--- src/rtl/dtw_pkg.sv ---
package dtw_pkg;

    localparam int CNT_W  = 8;
    localparam int PSC_W  = 8;
    localparam int ADDR_W = 3;

    typedef enum logic [1:0] {
        MD_SPLIT     = 2'd0,
        MD_DUAL_PWM  = 2'd1,
        MD_CHAIN     = 2'd2,
        MD_CHAIN_PWM = 2'd3
    } tmr_mode_e;

    typedef enum logic [ADDR_W-1:0] {
        RA_CTRL    = 3'd0,
        RA_PSC_LO  = 3'd1,
        RA_PSC_HI  = 3'd2,
        RA_PER_LO  = 3'd3,
        RA_PER_HI  = 3'd4,
        RA_DUTY_LO = 3'd5,
        RA_DUTY_HI = 3'd6
    } reg_addr_e;

    typedef struct packed {
        logic      ev_sel;
        tmr_mode_e mode;
    } ctrl_t;

    // half 0 = low byte, half 1 = high byte
    function automatic logic half_is_pwm(tmr_mode_e m, int unsigned h);
        if (h == 0) return (m == MD_DUAL_PWM) || (m == MD_CHAIN_PWM);
        return m == MD_DUAL_PWM;
    endfunction

    function automatic logic is_chained(tmr_mode_e m);
        return (m == MD_CHAIN) || (m == MD_CHAIN_PWM);
    endfunction

    function automatic logic half_on_event(ctrl_t c, int unsigned h);
        if (!c.ev_sel) return 1'b0;
        if (h == 1) return c.mode == MD_SPLIT;
        return c.mode == MD_CHAIN;
    endfunction

endpackage

--- src/rtl/dtw_prescaler.sv ---
module dtw_prescaler #(
    parameter int W = 8
) (
    input  logic         clk,
    input  logic         rst,
    input  logic [W-1:0] lim,
    output logic         tick
);
    logic [W-1:0] pc;

    // >= rather than == so a shrinking limit never strands the count
    assign tick = (pc >= lim);

    always_ff @(posedge clk) begin
        if (rst)       pc <= '0;
        else if (tick) pc <= '0;
        else           pc <= pc + 1'b1;
    end

    p_psc_wrap_r3: assert property (@(posedge clk) disable iff (rst)
        tick |=> (pc == '0));
    p_psc_step_r3: assert property (@(posedge clk) disable iff (rst)
        !tick |=> (pc == $past(pc) + 1'b1));
endmodule

--- src/rtl/dtw_half.sv ---
module dtw_half #(
    parameter int W = 8
) (
    input  logic         clk,
    input  logic         rst,
    input  logic         tick,
    input  logic [W-1:0] per_sh,
    input  logic [W-1:0] duty_sh,
    output logic [W-1:0] cnt,
    output logic [W-1:0] duty_act,
    output logic         roll
);
    logic [W-1:0] per_act;

    assign roll = tick && (cnt == per_act);

    always_ff @(posedge clk) begin
        if (rst) begin
            cnt      <= '0;
            per_act  <= '0;
            duty_act <= '0;
        end else if (roll) begin
            cnt      <= '0;
            per_act  <= per_sh;
            duty_act <= duty_sh;
        end else if (tick) begin
            cnt      <= cnt + 1'b1;
        end
    end

    p_roll_clear_r4: assert property (@(posedge clk) disable iff (rst)
        roll |=> (cnt == '0));
    p_cnt_hold_r4: assert property (@(posedge clk) disable iff (rst)
        !tick |=> $stable(cnt));
    p_shadow_load_r10: assert property (@(posedge clk) disable iff (rst)
        roll |=> (per_act == $past(per_sh)) && (duty_act == $past(duty_sh)));
    p_active_hold_r10: assert property (@(posedge clk) disable iff (rst)
        !roll |=> $stable(per_act) && $stable(duty_act));
endmodule

--- src/rtl/dtw_wave.sv ---
module dtw_wave #(
    parameter int W = 8
) (
    input  logic         clk,
    input  logic         rst,
    input  logic         pwm,
    input  logic         roll,
    input  logic [W-1:0] cnt,
    input  logic [W-1:0] duty,
    output logic         wave,
    output logic         flag
);
    always_ff @(posedge clk) begin
        if (rst) begin
            wave <= 1'b0;
            flag <= 1'b0;
        end else begin
            flag <= roll;
            wave <= pwm ? (cnt < duty) : (wave ^ roll);
        end
    end

    p_duty0_low_r7: assert property (@(posedge clk) disable iff (rst)
        (pwm && duty == '0) |=> !wave);
    p_toggle_flag_r4: assert property (@(posedge clk) disable iff (rst)
        !pwm |=> ((wave != $past(wave)) == flag));
endmodule

--- src/rtl/dual_tmr_wave.sv ---
module dual_tmr_wave
    import dtw_pkg::*;
#(
    parameter int W     = CNT_W,
    parameter int PSC_B = PSC_W
) (
    input  logic              clk,
    input  logic              rst,
    input  logic              wr_en,
    input  logic [ADDR_W-1:0] wr_addr,
    input  logic [W-1:0]      wr_data,
    input  logic              ev_in,
    output logic              wave_lo,
    output logic              wave_hi,
    output logic              match_lo,
    output logic              match_hi
);
    localparam int NH = 2;

    ctrl_t            ctrl;
    logic [PSC_B-1:0] psc_q  [NH];
    logic [W-1:0]     per_q  [NH];
    logic [W-1:0]     duty_q [NH];
    logic             ev_q;
    logic             ev_rise;

    logic [NH-1:0]    psc_tick;
    logic [NH-1:0]    tick;
    logic [NH-1:0]    roll;
    logic [NH-1:0]    wave;
    logic [NH-1:0]    flag;
    logic [W-1:0]     cnt      [NH];
    logic [W-1:0]     duty_act [NH];

    always_ff @(posedge clk) begin
        if (rst) begin
            ctrl <= '0;
            ev_q <= 1'b0;
            for (int i = 0; i < NH; i++) begin
                psc_q[i]  <= '0;
                per_q[i]  <= '0;
                duty_q[i] <= '0;
            end
        end else begin
            ev_q <= ev_in;
            if (wr_en) begin
                case (wr_addr)
                    RA_CTRL:    ctrl <= '{ev_sel: wr_data[2],
                                          mode: tmr_mode_e'(wr_data[1:0])};
                    RA_PSC_LO:  psc_q[0]  <= wr_data[PSC_B-1:0];
                    RA_PSC_HI:  psc_q[1]  <= wr_data[PSC_B-1:0];
                    RA_PER_LO:  per_q[0]  <= wr_data;
                    RA_PER_HI:  per_q[1]  <= wr_data;
                    RA_DUTY_LO: duty_q[0] <= wr_data;
                    RA_DUTY_HI: duty_q[1] <= wr_data;
                    default: ;
                endcase
            end
        end
    end

    assign ev_rise = ev_in && !ev_q;

    for (genvar h = 0; h < NH; h++) begin : g_half
        dtw_prescaler #(.W(PSC_B)) u_psc (
            .clk  (clk),
            .rst  (rst),
            .lim  (psc_q[h]),
            .tick (psc_tick[h])
        );

        if (h == 0) begin : g_src_lo
            assign tick[h] = half_on_event(ctrl, h) ? ev_rise : psc_tick[h];
        end else begin : g_src_hi
            assign tick[h] = half_on_event(ctrl, h)  ? ev_rise :
                             is_chained(ctrl.mode)   ? roll[0] : psc_tick[h];
        end

        dtw_half #(.W(W)) u_half (
            .clk      (clk),
            .rst      (rst),
            .tick     (tick[h]),
            .per_sh   (per_q[h]),
            .duty_sh  (duty_q[h]),
            .cnt      (cnt[h]),
            .duty_act (duty_act[h]),
            .roll     (roll[h])
        );

        dtw_wave #(.W(W)) u_wave (
            .clk  (clk),
            .rst  (rst),
            .pwm  (half_is_pwm(ctrl.mode, h)),
            .roll (roll[h]),
            .cnt  (cnt[h]),
            .duty (duty_act[h]),
            .wave (wave[h]),
            .flag (flag[h])
        );
    end

    assign wave_lo  = wave[0];
    assign wave_hi  = wave[1];
    assign match_lo = flag[0];
    assign match_hi = flag[1];

    // in chained modes the high half moves only on a low rollover
    p_chain_step_r8: assert property (@(posedge clk) disable iff (rst)
        (is_chained(ctrl.mode) && !ctrl.ev_sel && !roll[0]) |=> $stable(cnt[1]));
endmodule

--- config.mk ---
export PLATFORM = sky130hd
export DESIGN_NAME = dual_tmr_wave
export DESIGN_NICKNAME = d
export VERILOG_FILES = /design/src/rtl/dtw_pkg.sv /design/src/rtl/dtw_prescaler.sv /design/src/rtl/dtw_half.sv /design/src/rtl/dtw_wave.sv /design/src/rtl/dual_tmr_wave.sv
export SDC_FILE = /design/constraint.sdc
export NUM_CORES = 1
export LEC_CHECK = 0
export CORE_MARGIN = 8
export CORE_UTILIZATION = 30
export DETAILED_ROUTE_END_ITERATION = 6
export SLEW_MARGIN = 10
export SYNTH_ARGS = -nofsm -noshare
export SYNTH_HDL_FRONTEND = slang
export SYNTH_HIERARCHICAL = 1
export SYNTH_SLANG_ARGS = --single-unit
--- constraint.sdc ---
create_clock -name clk -period 7.6 [get_ports clk]
set_input_delay 0.76 -clock clk [delete_from_list [all_inputs] [get_ports clk]]
set_output_delay 0.76 -clock clk [all_outputs]
set_load 0.03 [all_outputs]
==> out/qor.yml <==
status:
  status: "finished, final reports clean"
logic_synthesis:
  ys_async_sr_fraction_pct: 0
  synth_top_family_by_area: "simple AND/OR/NAND/NOR gates"
  ys_ff_latch: 120
  yosysWarningCount: 6
  synthMuxAreaShare_pct: 1.02
  syn_area_per_cell_um2: 11.0
  synthAdderAreaFrac_pct: 7.10
  seq_area_frac_synth_pct: 48.1
  yosysUniqueCellTypes: 49
  synth_compound_area_share_pct: 13.0
  synth-simple-area-share_pct: 17.1
  synth_edf_count: 48
  syn_inst: 545
  synth_xor_area_share_pct: 6.57
  synth_area_um2: 6000
  syn-num-nets: 594
  synthFlopType: "dfxtp_1"
global_route:
  grt_pass1_vias: 4094
  grt_pass1_wl_mm: 20.4
  grt_overflow: 0
  antenna_found_initial: 0
  grt_use_total_pct: 10.5
  grt_max_degree: 66
cts:
  cts_buffer_depth: 2
  htreeDepth: 4
  numClockSinks: 120
  cts_buffers: 17
  cts_tree: "built"
  cts-root-buf: "clkbuf_16"
  post_cts_buffers: 0
  clk_latency_ps: 410
  cts_resized: 0
  clk_pin_slew_ps: 60
  post_cts_hold_buffer_count: 0
finish:
  final_cell_mix: "72 x dfxtp_1, 48 x edfxtp_1, 40 x a21oi_1"
  drive_gt1_share_pct: 10.2
  n_fill_cell: 1978
  fin_util_pct: 34.9
  fin_nets: 603
  layout_commonest_cell: "dfxtp_1"
  antenna_cells: 0
  multiInputGateArea_um2: 2690
  area_growth_pct: 13.5
  seqCellArea_um2: 2880
worst_setup_path:
  crit_path_end_kind: "register"
  critPathSlowestCell: "nor3_1"
  start_kind: "register"
  arrival_ps: 4950
  required_ps: 7930
  crit_path_max_fanout: 18
  path_class: "reg2reg"
  cpMostUsedCell: "o21ai_0"
  path_buf_inv: 1
  crit_path_max_incr_delay_ps: 510
  crit_chain: "inv_1 > ha_1 > nand2b_1 > a21oi_4 > o31ai_1 > nand2_1 > o21ai_0 > nand2_2 > nor3_1 > nand2_1 > o21ai_0 > nand2_2 > nor3_1 > xor2_1 > o21ai_0 > a31oi_1"
  cp_top_family: "simple AND/OR/NAND/NOR gates"
placed_design:
  gp_congestion: 0.833
  place_hpwl_mm: 8.94
  io_buffers: 18
sta:
  max_slew_margin_pct: 41.4
  whs_ps: 461
  setup_viol: 0
  fmax_mhz: 217
  fin_crit_sh_pct: 60.7
  period_needed_ps: 4610
  tns_ps: 0
  hold_viol_final: 0
  grt_setup_unrepaired: "no"
  worst_clock_skew_ps: 10.6
  worstMarginPinSlew_ps: 870
  slew_viol_final: 0
floorplanning:
  die_y_um: 157
  initial_core_util_pct: 30.7
  die_area_um2: 24800
  ios: 19
  core_um2: 19500
  std_cell_rows: 51
  die_w_um: 157
power:
  p_leak_uw: 0.00242
  powerDensity_nw_per_um2: 235
  ir_worst_vdd_mv: 0.152
drt:
  wire_per_inst_um: 14.9
  via_per_inst: 4.88
  routed_wirelength_mm: 12.4
  initialDrtViolationCount: 251
  drcViolationCount: 0
  num_vias: 4062
  ant_nets: 0
  drt_pre_antenna_iters: 4
flow_run:
  maxCapViolCount: 0
worst_hold_path:
  hp-class: "reg2reg"
-- state kept, by name, indices dropped and copies added, names as in the netlist --
register                flops
per_q                      16
g_half.u_wave/flag          2
g_half.u_half/cnt          16
g_half.u_psc/pc            16
g_half.u_half/duty_act     16
psc_q                      16
g_half.u_wave/wave          2
duty_q                     16
ctrl                        3
g_half.u_half/per_act      16
ev_q                        1
-- report_power, final --
| group | internal (uW) | total, uW | switching [uW] |
|---|---|---|---|
| combinational | 35.5 | 94.5 | 59.0 |
| clock | 512 | 797 | 285 |
| sequential | 695 | 708 | 12.6 |
| total | 1240 | 1600 | 357 |
-- Yosys cell counts (5+ instances only) --
| cell | number | share of area [%] |
|---|---|---|
| nor2b_1 | 7 | 0.73 |
| a21o_1 | 5 | 0.63 |
| and2_1 | 18 | 1.9 |
| nand2b_1 | 7 | 0.73 |
| a21oi_1 | 40 | 3.3 |
| buf_6 | 9 | 1.7 |
| o31ai_1 | 28 | 3.5 |
| mux2i_1 | 5 | 0.83 |
| nor2_1 | 29 | 1.8 |
| nor3_1 | 22 | 1.8 |
| nand3_1 | 8 | 0.67 |
| inv_1 | 36 | 2.3 |
| xnor2_1 | 32 | 4.7 |
| nand4_1 | 36 | 3.8 |
| o31ai_2 | 8 | 1.7 |
| ha_1 | 34 | 7.1 |
| clkbuf_1 | 6 | 0.38 |
| xor2_1 | 13 | 1.9 |
| and3_1 | 13 | 1.4 |
| nand2_1 | 14 | 0.88 |
| edfxtp_1 | 48 | 24 |
| dfxtp_1 | 72 | 24 |
-- cells by family (layout without fill, tap and decap cells) --
kind of cell	after synthesis	count (layout)
DFF	120	120
xor gates and xnor gates	45	45
muxes	6	6
AOI/OAI and AO/OA	103	103
adders and majority gates	34	34
and+or+nand+nor	172	172
buffers and inverters	65	87
-- layout make-up --
type                            count  area share [%]
Multi-Input combinational cell    360            39.5
Inverter                           36            1.99
Clock buffer                       19            6.36
Tap cell                          265            4.87
Timing Repair Buffer               19            2.68
Clock inverter                     13            2.26
Sequential cell                   120            42.4
-- path summary, 6_finish.rpt --
path / from / endpoint / slack (ps) / cells after the start
hold reg to reg: g_half[1].u_psc/pc[0] / g_half[1].u_psc/pc[0] / 460 / 1
hold / removal: g_half[1].u_psc/pc[0] / g_half[1].u_psc/pc[0] / 460 / 1
setup reg to reg: g_half[0].u_psc/pc[0] / g_half[1].u_wave/wave / 2990 / 16
setup / recovery: g_half[0].u_psc/pc[0] / g_half[1].u_wave/wave / 2990 / 16
-- layer usage --
| metal | wire (um) | vias up | part of all wire [%] | track usage [%] |
|---|---|---|---|---|
| li1 | - | 2001 | - | - |
| met1 | 5960 | 1961 | 48 | 13.3 |
| met2 | 5730 | 82 | 46 | 16.2 |
| met3 | 495 | 18 | 4.0 | 3.07 |
| met4 | 218 | 0 | 1.8 | 4.44 |
| met5 | 0 | - | 0 | 0 |
-- metrics by stage --
stage	area [um2]	std cells	power, uW	setup slack [ps]
5_1_grt	6810	832	1650	2520
3_5_place_dp	6220	800	815	2850
2_1_floorplan	6000	545	793	4370
3_3_place_gp	6220	800	811	3110
4_1_cts	6810	832	1620	3030
6_report	6810	832	1600	2990
No activity file was read; power rests on OpenSTA's default activity.
